### config.mk
export PLATFORM = sky130hd
export DESIGN_NAME = mdio_mgmt_bridge
export DESIGN_NICKNAME = d
export VERILOG_FILES = /design/src/rtl/mdio_bridge_pkg.sv /design/src/rtl/mdio_clk_div.sv /design/src/rtl/mdio_frame_engine.sv /design/src/rtl/mdio_host_regs.sv /design/src/rtl/mdio_mgmt_bridge.sv
export SDC_FILE = /design/constraint.sdc
export NUM_CORES = 1
export LEC_CHECK = 0
export CAP_MARGIN = 30
export CELL_PAD_IN_SITES_DETAIL_PLACEMENT = 0
export CELL_PAD_IN_SITES_GLOBAL_PLACEMENT = 1
export CORE_MARGIN = 2
export CORE_UTILIZATION = 38
export CTS_CLUSTER_DIAMETER = 100
export DETAILED_ROUTE_END_ITERATION = 8
export DONT_BUFFER_PORTS = 1
export PLACE_DENSITY = 0.62
export SYNTH_ARGS = -nofsm -noshare
export SYNTH_HDL_FRONTEND = slang
export SYNTH_HIERARCHICAL = 1
export SYNTH_SLANG_ARGS = --single-unit
### constraint.sdc
create_clock -name clk -period 2.55 [get_ports clk]
set_input_delay 0.1275 -clock clk [delete_from_list [all_inputs] [get_ports clk]]
set_output_delay 0.1275 -clock clk [all_outputs]
set_load 0.02 [all_outputs]
### src/rtl/mdio_bridge_pkg.sv
package mdio_bridge_pkg;

    localparam int HOST_AW   = 3;
    localparam int HOST_DW   = 8;
    localparam int PHY_AW    = 5;
    localparam int PHY_DW    = 16;
    localparam int PRE_LEN   = 32;
    localparam int FRAME_LEN = 64;
    localparam int IDX_W     = $clog2(FRAME_LEN);
    localparam int TA_POS    = PRE_LEN + 2 + 2 + 2 * PHY_AW;
    localparam int DATA_POS  = TA_POS + 2;

    typedef enum logic [HOST_AW-1:0] {
        RA_REGNUM = 3'd0,
        RA_WLO    = 3'd1,
        RA_WHI    = 3'd2,
        RA_RLO    = 3'd3,
        RA_RHI    = 3'd4,
        RA_CMD    = 3'd5,
        RA_STAT   = 3'd6
    } host_reg_e;

    typedef enum logic [1:0] {
        OP_WR = 2'b01,
        OP_RD = 2'b10
    } mgmt_op_e;

    typedef struct packed {
        mgmt_op_e          op;
        logic [PHY_AW-1:0] phy;
        logic [PHY_AW-1:0] regad;
        logic [PHY_DW-1:0] wdata;
        logic              scan;
    } mgmt_req_t;

    function automatic logic [FRAME_LEN-1:0] frame_of(mgmt_req_t r);
        logic [1:0]        ta;
        logic [PHY_DW-1:0] d;
        ta = (r.op == OP_WR) ? 2'b10 : 2'b11;
        d  = (r.op == OP_WR) ? r.wdata : {PHY_DW{1'b1}};
        return {{PRE_LEN{1'b1}}, 2'b01, r.op, r.phy, r.regad, ta, d};
    endfunction

    function automatic logic drives_bit(mgmt_op_e op, logic [IDX_W-1:0] idx);
        return (op == OP_WR) || (idx < IDX_W'(TA_POS));
    endfunction

endpackage

### src/rtl/mdio_clk_div.sv
module mdio_clk_div #(
    parameter int DIV = 4
) (
    input  logic clk,
    input  logic rst,
    input  logic run,
    output logic tick
);
    localparam int CW = (DIV > 1) ? $clog2(DIV) : 1;

    logic [CW-1:0] cnt;

    assign tick = run && (cnt == CW'(DIV - 1));

    always_ff @(posedge clk) begin
        if (rst || !run) begin
            cnt <= '0;
        end else if (tick) begin
            cnt <= '0;
        end else begin
            cnt <= cnt + 1'b1;
        end
    end
endmodule

### src/rtl/mdio_frame_engine.sv
module mdio_frame_engine
    import mdio_bridge_pkg::*;
(
    input  logic              clk,
    input  logic              rst,
    input  logic              start,
    input  mgmt_req_t         req,
    input  logic              tick,
    input  logic              mdio_in,
    output logic              active,
    output logic              mdc,
    output logic              mdio_out,
    output logic              mdio_oe,
    output logic              rd_done,
    output logic              cur_scan,
    output logic              cur_read,
    output logic [PHY_DW-1:0] rx_data
);
    logic [FRAME_LEN-1:0] sr;
    logic [IDX_W-1:0]     idx;
    mgmt_op_e             op_q;
    logic                 scan_q;
    logic [PHY_DW-1:0]    rx_q;

    always_ff @(posedge clk) begin
        if (rst) begin
            active  <= 1'b0;
            mdc     <= 1'b0;
            idx     <= '0;
            sr      <= '0;
            op_q    <= OP_WR;
            scan_q  <= 1'b0;
            rx_q    <= '0;
            rd_done <= 1'b0;
        end else begin
            rd_done <= 1'b0;
            if (!active) begin
                if (start) begin
                    active <= 1'b1;
                    mdc    <= 1'b0;
                    idx    <= '0;
                    sr     <= frame_of(req);
                    op_q   <= req.op;
                    scan_q <= req.scan;
                end
            end else if (tick) begin
                if (!mdc) begin
                    mdc <= 1'b1;
                    if (idx >= IDX_W'(DATA_POS)) begin
                        rx_q <= {rx_q[PHY_DW-2:0], mdio_in};
                    end
                end else begin
                    mdc <= 1'b0;
                    sr  <= {sr[FRAME_LEN-2:0], 1'b0};
                    if (idx == IDX_W'(FRAME_LEN - 1)) begin
                        active  <= 1'b0;
                        rd_done <= (op_q == OP_RD);
                    end else begin
                        idx <= idx + 1'b1;
                    end
                end
            end
        end
    end

    assign mdio_out = active & sr[FRAME_LEN-1];
    assign mdio_oe  = active & drives_bit(op_q, idx);
    assign cur_scan = active & scan_q;
    assign cur_read = active & (op_q == OP_RD);
    assign rx_data  = rx_q;
endmodule

### src/rtl/mdio_host_regs.sv
module mdio_host_regs
    import mdio_bridge_pkg::*;
#(
    parameter logic [PHY_AW-1:0] PHY_ADDR = 5'd1
) (
    input  logic               clk,
    input  logic               rst,
    input  logic               we,
    input  logic [HOST_AW-1:0] addr,
    input  logic [HOST_DW-1:0] wdata,
    output logic [HOST_DW-1:0] rdata,
    input  logic               eng_active,
    input  logic               eng_scan,
    input  logic               rd_done,
    input  logic [PHY_DW-1:0]  rx_data,
    output logic               start,
    output mgmt_req_t          req,
    output logic               busy,
    output logic               nvalid
);
    logic [PHY_AW-1:0]  ra_q;
    logic [HOST_DW-1:0] wlo_q, whi_q, rlo_q, rhi_q;
    logic               cmd_rd, cmd_scan;
    logic               wr_pend, rd_pend;
    logic               scan_act;
    host_reg_e          sel;

    assign sel      = host_reg_e'(addr);
    assign busy     = eng_active | wr_pend | rd_pend | cmd_scan | rd_done;
    assign scan_act = cmd_scan | eng_scan;
    assign start    = !eng_active && !rd_done && (wr_pend || rd_pend || cmd_scan);

    always_comb begin
        req.op    = wr_pend ? OP_WR : OP_RD;
        req.phy   = PHY_ADDR;
        req.regad = ra_q;
        req.wdata = {whi_q, wlo_q};
        req.scan  = !wr_pend && !rd_pend;
    end

    always_ff @(posedge clk) begin
        if (rst) begin
            ra_q     <= '0;
            wlo_q    <= '0;
            whi_q    <= '0;
            rlo_q    <= '0;
            rhi_q    <= '0;
            cmd_rd   <= 1'b0;
            cmd_scan <= 1'b0;
            wr_pend  <= 1'b0;
            rd_pend  <= 1'b0;
            nvalid   <= 1'b0;
        end else begin
            if (start) begin
                if (wr_pend) begin
                    wr_pend <= 1'b0;
                end else if (rd_pend) begin
                    rd_pend <= 1'b0;
                end
            end
            if (rd_done) begin
                rlo_q  <= rx_data[HOST_DW-1:0];
                rhi_q  <= rx_data[PHY_DW-1:HOST_DW];
                nvalid <= 1'b0;
            end
            if (we) begin
                case (sel)
                    RA_REGNUM: if (!busy) ra_q  <= wdata[PHY_AW-1:0];
                    RA_WLO:    if (!busy) wlo_q <= wdata;
                    RA_WHI: begin
                        if (!busy) begin
                            whi_q   <= wdata;
                            wr_pend <= 1'b1;
                        end
                    end
                    RA_CMD: begin
                        if (!busy) begin
                            cmd_rd   <= wdata[0];
                            cmd_scan <= wdata[1];
                            if (wdata[0] && !cmd_rd) begin
                                rd_pend <= 1'b1;
                                nvalid  <= 1'b1;
                            end
                            if (wdata[1] && !cmd_scan) begin
                                nvalid <= 1'b1;
                            end
                        end else begin
                            cmd_rd   <= cmd_rd & wdata[0];
                            cmd_scan <= cmd_scan & wdata[1];
                        end
                    end
                    default: ;
                endcase
            end
        end
    end

    always_comb begin
        case (sel)
            RA_REGNUM: rdata = {{(HOST_DW-PHY_AW){1'b0}}, ra_q};
            RA_WLO:    rdata = wlo_q;
            RA_WHI:    rdata = whi_q;
            RA_RLO:    rdata = rlo_q;
            RA_RHI:    rdata = rhi_q;
            RA_CMD:    rdata = {{(HOST_DW-2){1'b0}}, cmd_scan, cmd_rd};
            RA_STAT:   rdata = {{(HOST_DW-3){1'b0}}, nvalid, scan_act, busy};
            default:   rdata = '0;
        endcase
    end
endmodule

### src/rtl/mdio_mgmt_bridge.sv
module mdio_mgmt_bridge
    import mdio_bridge_pkg::*;
#(
    parameter int                CLK_DIV  = 4,
    parameter logic [PHY_AW-1:0] PHY_ADDR = 5'd1
) (
    input  logic               clk,
    input  logic               rst,
    input  logic               reg_we,
    input  logic [HOST_AW-1:0] reg_addr,
    input  logic [HOST_DW-1:0] reg_wdata,
    output logic [HOST_DW-1:0] reg_rdata,
    output logic               mdc,
    output logic               mdio_out,
    output logic               mdio_oe,
    input  logic               mdio_in
);
    mgmt_req_t         req_w;
    logic              start_w, tick_w, eng_active, eng_scan, eng_read, rd_done_w;
    logic              busy_w, nvalid_w;
    logic [PHY_DW-1:0] rx_w;

    mdio_host_regs #(.PHY_ADDR(PHY_ADDR)) u_regs (
        .clk        (clk),
        .rst        (rst),
        .we         (reg_we),
        .addr       (reg_addr),
        .wdata      (reg_wdata),
        .rdata      (reg_rdata),
        .eng_active (eng_active),
        .eng_scan   (eng_scan),
        .rd_done    (rd_done_w),
        .rx_data    (rx_w),
        .start      (start_w),
        .req        (req_w),
        .busy       (busy_w),
        .nvalid     (nvalid_w)
    );

    mdio_clk_div #(.DIV(CLK_DIV)) u_div (
        .clk  (clk),
        .rst  (rst),
        .run  (eng_active),
        .tick (tick_w)
    );

    mdio_frame_engine u_eng (
        .clk      (clk),
        .rst      (rst),
        .start    (start_w),
        .req      (req_w),
        .tick     (tick_w),
        .mdio_in  (mdio_in),
        .active   (eng_active),
        .mdc      (mdc),
        .mdio_out (mdio_out),
        .mdio_oe  (mdio_oe),
        .rd_done  (rd_done_w),
        .cur_scan (eng_scan),
        .cur_read (eng_read),
        .rx_data  (rx_w)
    );
endmodule

==> flow_summary.yaml, run 1 <==
cts:
  cts.sinks: 136
  clock_latency_ns: 0.41
  h-tree-depth: 4
  cts_tree: "done"
  numCtsBuffers: 17
  cts_max_path_buffers: 2
  clkSlewWorstSetupHoldPaths_ns: 0.06
  cts_resized: 0
  root_buffer: "clkbuf_16"
min_path:
  hp-class: "input port to register"
  worstHoldPathCells: 3
synth:
  yosysWarningCount: 6
  syn_area_um2: 6040
  syn_inst: 666
  avgSynthCellArea_um2: 9.07
finish:
  antenna_cells: 0
  final_cell_area_um2: 6910
  final_common_cell: "dfxtp_1"
  fillers: 1528
  area_growth_pct: 14.4
  most-common-layout-cells: "135 x dfxtp_1, 99 x nor3_1, 65 x mux2i_1"
  drive_gt1_share_pct: 10.4
  nets: 670
drt:
  top_layer_used: "met4"
  drc: 0
  wl_met3_um: 579
  wl_per_cell_um: 16.9
  firstDrtPassIters: 5
  wl_met1_mm: 7.17
  drt-total-wl_mm: 14.9
  met2_length_mm: 6.95
  ant_nets: 0
  vias_per_cell: 5.41
  vias: 4757
  dr.first_iter.drc_count: 286
placed_design:
  placed_area_um2: 6100
  place_congestion: 0.825
  numPortBuffers: 0
  hpwl_mm: 8.91
timing:
  maxSlewViolCount: 0
  hold_viol: 0
  setup_tns_ns: 0
  fin_skew_ns: 0.00677
  post-route-period-util_pct: 91.3
  finalSetupViolations: 0
  worst_slew_pin_slew_ns: 0.803
  fmax_mhz: 430
  hold-worst-slack_ns: 0.0412
  rsz0062_at_grt: "no"
  maxSlewHeadroom_pct: 46.0
  fin_crit_ns: 2.33
worst_setup_path:
  path_class: "register to register"
  cp_max_fo: 16
  rr_worst_depth: 6
  crit_arrival_ns: 2.69
  endpoint_kind: "register"
  cp.required_ns: 2.91
  cp-start-kind: "register"
outcome:
  status: "finished, final reports clean"
global_routing:
  grt_pass1_vias: 4601
  grt_max_degree: 141
  gr-total-overflow: 0
  gr-usage-all-layers_pct: 18.4
  grt_pass1_wl_mm: 24.1
  antenna_found_initial: 0
flow_run:
  max_cap_viol_count: 0
die:
  die-height_um: 130
  die_x_um: 130
  core_region_area_um2: 15700
  dieArea_um2: 16900
  ioPinCount: 26
  num_rows: 46
  initial_core_util_pct: 38.5
pwr:
  total_power_w: 0.00519
  power_density_nw_per_um2: 750
  ir_worst_vdd_mv: 0.515
  p_leak_nw: 2.50
[path summary, 6_finish.rpt]
path,slack (ns),end,startpoint
setup / recovery,0.22,u_eng/rx_data[4]$_SDFFE_PP0P_,u_div/cnt[0]$_SDFF_PP0_
setup reg to reg,0.22,u_eng/rx_data[4]$_SDFFE_PP0P_,u_div/cnt[0]$_SDFF_PP0_
hold / removal,0.04,u_regs/cmd_rd$_SDFFE_PP0P_,reg_addr[0]
hold reg to reg,0.43,u_eng/rd_done$_SDFF_PP0_,u_eng/op_q[0]$_SDFFE_PP1P_
[flip-flops by register name, indices dropped and copies added, names as in the netlist]
| register | count |
|---|---|
| u_div/cnt | 2 |
| u_eng/active | 1 |
| u_eng/idx | 6 |
| u_eng/mdc | 1 |
| u_eng/op_q | 2 |
| u_eng/rd_done | 1 |
| u_eng/rx_data | 16 |
| u_eng/scan_q | 1 |
| u_eng/sr | 64 |
| u_regs/cmd_rd | 1 |
| u_regs/cmd_scan | 1 |
| u_regs/nvalid | 1 |
| u_regs/ra_q | 5 |
| u_regs/rd_pend | 1 |
| u_regs/rhi_q | 8 |
| u_regs/rlo_q | 8 |
| u_regs/whi_q | 8 |
| u_regs/wlo_q | 8 |
| u_regs/wr_pend | 1 |
[report_power, final]
part	internal [W]	switching [W]	total [W]
clock	0.00165	0.000923	0.00257
combinational	0.000160	0.000189	0.000349
sequential	0.00221	0.0000522	0.00226
total	0.00402	0.00116	0.00519
[timing repair]
item                       4_1_cts  5_1_grt
buffers inserted                 0        2
setup endpoints to repair        0        2
hold endpoints to repair       136        0
hold buffers                    16        0
[per-stage QoR]
| step | instances | setup slack [ns] | util, % |
|---|---|---|---|
| after floorplan | 669 | 0.724 | - |
| after global placement | 832 | 0.633 | 38.8 |
| after detailed placement | 832 | 0.544 | 38.8 |
| after CTS | 878 | 0.165 | 43.9 |
| after global routing | 880 | 0.0637 | 44.0 |
| final | 880 | 0.223 | 44.0 |
[final cells by class]
| class | instances | area [µm²] | share of cell area [%] |
|---|---|---|---|
| inverter | 11 | 41.3 | 0.597 |
| sequential | 136 | 2720 | 39.4 |
| timing repair buffer | 31 | 303 | 4.38 |
| clock inverter | 12 | 176 | 2.55 |
| multi-input combinational | 456 | 2960 | 42.8 |
| clock buffer | 18 | 439 | 6.35 |
| tap | 216 | 270 | 3.91 |
[worst max-delay path, cell delays in order, from the launching register on]
cell	delay, ns
dfxtp_1	0.35
ha_1	0.20
and2_1	0.23
and3b_1	0.64
nand3_1	0.16
a21oi_1	0.14
dlygate4sd3_1	0.55
[per-layer routing]
layer | vias to the layer above | track usage (%)
met2 | 75 | 29.1
met1 | 2319 | 24.5
met4 | 0 | 6.33
met5 | - | 0
met3 | 10 | 4.92
li1 | 2353 | -
(Power assumes the default switching activity.)
==> inputs of run 2 (changes only) <==
--- a/config.mk
+++ b/config.mk
@@ -8,7 +8,6 @@
 export CAP_MARGIN = 30
 export CELL_PAD_IN_SITES_DETAIL_PLACEMENT = 0
 export CELL_PAD_IN_SITES_GLOBAL_PLACEMENT = 1
-export CORE_MARGIN = 2
 export CORE_UTILIZATION = 38
 export CTS_CLUSTER_DIAMETER = 100
 export DETAILED_ROUTE_END_ITERATION = 8
==> constraint.sdc (replaced) <==
create_clock -name clk -period 2.28 [get_ports clk]
set_input_delay 0.114 -clock clk [delete_from_list [all_inputs] [get_ports clk]]
set_output_delay 0.114 -clock clk [all_outputs]
set_load 0.02 [all_outputs]
==> flow_summary.yaml, run 2 (same netlist as run 1, synthesis figures left out) <==
placed_design:
  hpwl_mm: 9.19
  place_congestion: 0.794
  numPortBuffers: 0
finish:
  largest_register_ffs: 64
  fillers: 1490
  top_register: "u_eng/sr"
  nets: 690
  final_common_cell: "dfxtp_1"
  drive_gt1_share_pct: 10.8
  antenna_cells: 0
  most-common-layout-cells: "135 x dfxtp_1, 99 x nor3_1, 65 x mux2i_1"
  area_growth_pct: 17.8
min_path:
  whs_endpoint: "u_regs/ra_q[1]$_SDFFE_PP0P_"
  worstHoldPathCells: 3
  hold_start: "reg_addr[0]"
  hp-class: "input port to register"
die:
  die_x_um: 128
  num_rows: 45
  die-height_um: 128
  core_region_area_um2: 15400
  initial_core_util_pct: 39.3
  ioPinCount: 26
  dieArea_um2: 16400
worst_setup_path:
  rr_worst_depth: 5
  crit_arrival_ns: 2.50
  r2r-end: "u_eng/mdc$_SDFFE_PP0P_"
  critPathSlowestCell: "dlygate4sd3_1"
  cp.required_ns: 2.65
  cp-start-kind: "register"
  crit_family: "simple AND/OR/NAND/NOR gates"
  endpoint_kind: "register"
  crit_start: "u_div/cnt[0]$_SDFF_PP0_"
  cp_max_fo: 17
  path_cells: "ha_1, and2_1, nand3b_1, a21oi_1, dlygate4sd3_1"
  crit_buf_inv: 1
  max_stage_delay_ns: 0.55
  r2r_slack_ns: 0.15
  path_class: "register to register"
  rr_startpoint: "u_div/cnt[0]$_SDFF_PP0_"
  crit_cells: 5
timing:
  setup_tns_ns: 0
  worst_slew_pin_slew_ns: 1.04
  post-route-period-util_pct: 93.5
  fin_crit_ns: 2.13
  hold_viol: 0
  fin_skew_ns: 0.00617
  fmax_mhz: 469
  finalSetupViolations: 0
  maxSlewViolCount: 0
  rsz0062_at_grt: "no"
  maxSlewHeadroom_pct: 30.3
cts:
  cts_tree: "done"
  cts_max_path_buffers: 2
  numCtsBuffers: 17
  clock_latency_ns: 0.42
  clkSlewWorstSetupHoldPaths_ns: 0.06
  cts.sinks: 136
  h-tree-depth: 4
  root_buffer: "clkbuf_16"
global_routing:
  gr-usage-all-layers_pct: 19.2
  antenna_found_initial: 0
  grt_pass1_wl_mm: 24.2
  use_met1_pct: 24.0
  gr-total-overflow: 0
  grt_max_degree: 128
  busiest_layer: "met2"
  grt_pass1_vias: 4665
  grtUsageMet3_pct: 5.80
  met2_usage_pct: 31.4
pwr:
  swShare_pct: 24.0
  p_int_w: 0.00440
  combinationalPowerShare_pct: 6.8
  p_sw_w: 0.00139
  p_leak_nw: 2.63
  seqPwrFrac_pct: 43.7
  total_power_w: 0.00579
  ir_worst_vdd_mv: 0.526
  p_clk_share_pct: 49.5
  power_density_nw_per_um2: 814
drt:
  dr.first_iter.drc_count: 200
  drt-total-wl_mm: 14.9
  vias: 4861
  vias_per_cell: 5.42
  drc: 0
  firstDrtPassIters: 6
  ant_nets: 0
  wl_per_cell_um: 16.6
outcome:
  status: "finished, final reports clean"
flow_run:
  max_cap_viol_count: 0
==> run 2: changes by cell type in the layout (fill, tap and decap cells not counted), moves of 2 or more <==
cell and delta:
inv_6 +6, buf_4 +2, dlygate4sd3_1 +17, clkinv_2 -2
==> run 2: worst reg2reg max path: stages (launching register included) <==
cell and delay [ns]:
dfxtp_1 0.35, ha_1 0.21, and2_1 0.24, nand3b_1 0.46, a21oi_1 0.27, dlygate4sd3_1 0.55
==> run 2: final cells by class <==
| cell class | count | area (µm²) | area share [%] |
|---|---|---|---|
| Timing Repair Buffer | 51 | 508 | 7.14 |
| Sequential cell | 136 | 2730 | 38.3 |
| Inverter | 11 | 41.3 | 0.580 |
| Tap cell | 211 | 264 | 3.71 |
| Clock buffer | 17 | 425 | 5.98 |
| Multi-Input combinational cell | 456 | 2960 | 41.6 |
| Clock inverter | 15 | 189 | 2.66 |
==> run 2: per-layer routing <==
layer  vias up  share of wire, %  wire length (µm)
met5         -                 0                 0
met4         0               1.1               162
met3        11               4.2               621
met2        79                49              7240
met1      2382                46              6850
li1       2389                 -                 -
==> run 2: worst max-delay path by stage <==
| stage | end | slack, ns |
|---|---|---|
| after floorplan | reg_rdata[1] | 0.47 |
| after global placement | u_eng/sr[6]$_SDFFE_PP0P_ | 0.31 |
| after detailed placement | u_eng/sr[9]$_SDFFE_PP0P_ | 0.21 |
| after CTS | reg_rdata[1] | 0.10 |
| after global routing | u_eng/mdc$_SDFFE_PP0P_ | 0.02 |
| final | u_eng/mdc$_SDFFE_PP0P_ | 0.15 |
==> run 2: through the flow <==
stage	instance area, µm²	utilization, %	worst slack, ns	hold WS [ns]	std cells
3_3_place_gp	6150	40.0	0.309	0.195	832
6_report	7120	46.3	0.148	0.0408	897
4_1_cts	7100	46.2	0.103	0.000762	896
5_1_grt	7120	46.3	0.0185	0.0304	897
2_1_floorplan	6050	-	0.467	0.188	669
3_5_place_dp	6150	40.0	0.213	0.197	832
==> run 2: power by group through the flow <==
| stage | Combinational (W) | Clock [W] | Sequential, W |
|---|---|---|---|
| 4_1_cts | 0.000391 | 0.00293 | 0.00253 |
| 5_1_grt | 0.000432 | 0.00306 | 0.00254 |
| 3_3_place_gp | 0.000324 | 0 | 0.00258 |
| 2_1_floorplan | 0.000332 | 0 | 0.00256 |
| 6_report | 0.000392 | 0.00287 | 0.00253 |
| 3_5_place_dp | 0.000332 | 0 | 0.00258 |
==> run 2: timing repair <==
| item | CTS | global route |
|---|---|---|
| endpoints found under the hold margin | 136 | 1 |
| hold buffers | 32 | 1 |
| setup endpoints to repair | 0 | 2 |
| gates resized for setup | 0 | 2 |
| buffers inserted | 0 | 0 |
==> inputs of run 3 (changes only) <==
--- a/config.mk
+++ b/config.mk
@@ -12,6 +12,7 @@
 export CTS_CLUSTER_DIAMETER = 100
 export DETAILED_ROUTE_END_ITERATION = 8
 export DONT_BUFFER_PORTS = 1
+export HOLD_SLACK_MARGIN = 0.15
 export PLACE_DENSITY = 0.62
 export SYNTH_ARGS = -nofsm -noshare
 export SYNTH_HDL_FRONTEND = slang
==> flow_summary.yaml, run 3 (same netlist as run 1, synthesis figures left out) <==
outcome:
  status: "finished, final reports clean"
placed_design:
  place_congestion: 0.794
  hpwl_mm: 9.19
  numPortBuffers: 0
  post-place-ws_ns: 0.213
  placed_cells: 832
  placed_area_um2: 6150
worst_setup_path:
  cp.required_ns: 2.65
  endpoint: "u_eng/mdc$_SDFFE_PP0P_"
  crit_arrival_ns: 2.52
  crit_start: "u_div/cnt[0]$_SDFF_PP0_"
  endpoint_kind: "register"
  rr_worst_depth: 5
  path_class: "register to register"
  cp-start-kind: "register"
  rr_startpoint: "u_div/cnt[0]$_SDFF_PP0_"
  r2r-end: "u_eng/mdc$_SDFFE_PP0P_"
  r2r_slack_ns: 0.12
  cp_max_fo: 17
cts:
  clock_latency_ns: 0.42
  h-tree-depth: 4
  cts_tree: "done"
  numCtsBuffers: 17
  cts.sinks: 136
  root_buffer: "clkbuf_16"
  cts_max_path_buffers: 2
  clkSlewWorstSetupHoldPaths_ns: 0.06
finish:
  top_register: "u_eng/sr"
  most-common-layout-cells: "135 x dfxtp_1, 99 x nor3_1, 65 x mux2i_1"
  drive_gt1_share_pct: 10.7
  largest_register_ffs: 64
  final_cell_area_um2: 7190
  nets: 697
  area_growth_pct: 18.9
  layout.cells.non_filler: 904
  fillers: 1486
  final_common_cell: "dfxtp_1"
  antenna_cells: 0
drt:
  firstDrtPassIters: 4
  vias_per_cell: 5.41
  drt-total-wl_mm: 15.0
  ant_nets: 0
  wl_per_cell_um: 16.5
  drc: 0
  vias: 4895
  dr.first_iter.drc_count: 231
timing:
  fmax_mhz: 464
  hold-worst-slack_ns: 0.166
  post-route-period-util_pct: 94.6
  fin_crit_ns: 2.16
  rsz0062_at_grt: "no"
  maxSlewViolCount: 0
  hold_viol: 0
  fin_ws_ns: 0.124
  maxSlewHeadroom_pct: 30.0
  finalSetupViolations: 0
  worst_slew_pin_slew_ns: 1.04
  setup_tns_ns: 0
  fin_skew_ns: 0.00638
die:
  die-height_um: 128
  dieArea_um2: 16400
  ioPinCount: 26
  die_x_um: 128
  initial_core_util_pct: 39.3
  num_rows: 45
  core_region_area_um2: 15400
global_routing:
  grt_pass1_wl_mm: 24.5
  grt_pass1_vias: 4693
  gr-total-overflow: 0
  antenna_found_initial: 0
  gr-usage-all-layers_pct: 19.3
  grt_max_degree: 128
flow_run:
  max_cap_viol_count: 0
pwr:
  ir_worst_vdd_mv: 0.527
  power_density_nw_per_um2: 808
  p_leak_nw: 2.67
min_path:
  hp-class: "input port to register"
run 3: cell type report:
class	instances	area, µm²	share of cell area, %
Clock buffer	17	425	5.92
Clock inverter	15	189	2.63
Inverter	11	41.3	0.575
Multi-Input combinational cell	456	2960	41.2
Sequential cell	136	2730	37.9
Tap cell	211	264	3.67
Timing Repair Buffer	58	578	8.04
run 3: worst min path at each step:
stage	cells past startpoint	start	slack (ns)	to
6_report	3	reg_addr[2]	0.17	u_regs/wlo_q[4]$_SDFFE_PP0P_
5_1_grt	3	reg_addr[2]	0.16	u_regs/wlo_q[4]$_SDFFE_PP0P_
4_1_cts	3	reg_addr[2]	0.15	u_regs/wlo_q[4]$_SDFFE_PP0P_
3_5_place_dp	1	rst	0.20	u_regs/cmd_scan$_SDFFE_PP0P_
3_3_place_gp	1	rst	0.19	u_eng/rx_data[6]$_SDFFE_PP0P_
2_1_floorplan	1	rst	0.19	u_div/cnt[0]$_SDFF_PP0_
run 3: metrics by stage:
stage / util (%) / total power (W)
after global routing: 46.7 / 0.00605
after detailed placement: 40.0 / 0.00292
after global placement: 40.0 / 0.00291
after floorplan: - / 0.00290
after CTS: 46.7 / 0.00587
final: 46.7 / 0.00580
run 3: where the power goes:
| part | switching [W] | internal [W] | leakage [nW] |
|---|---|---|---|
| sequential | 0.0000604 | 0.00247 | 1.10 |
| clock | 0.00113 | 0.00174 | 0.296 |
| combinational | 0.000209 | 0.000191 | 1.27 |
run 3: routing by layer:
| metal | vias up | part of all wire, % | track usage [%] |
|---|---|---|---|
| li1 | 2408 | - | - |
| met1 | 2410 | 47 | 24.3 |
| met3 | 7 | 3.7 | 5.72 |
| met2 | 70 | 49 | 31.9 |
| met4 | 0 | 0.82 | 5.95 |
| met5 | - | 0 | 0 |
run 3: critical path, cell delays in order (launching register included):
cell	delay, ns
dfxtp_1	0.35
ha_1	0.21
and2_1	0.24
nand3b_1	0.48
a21oi_1	0.27
dlygate4sd3_1	0.55
run 3: timing repair:
item / in CTS / in global routing
resized for setup: 0 / 2
hold endpoints to repair: 136 / 0
buffers inserted: 0 / 0
hold buffers: 40 / 0
endpoints found under the setup margin: 0 / 2
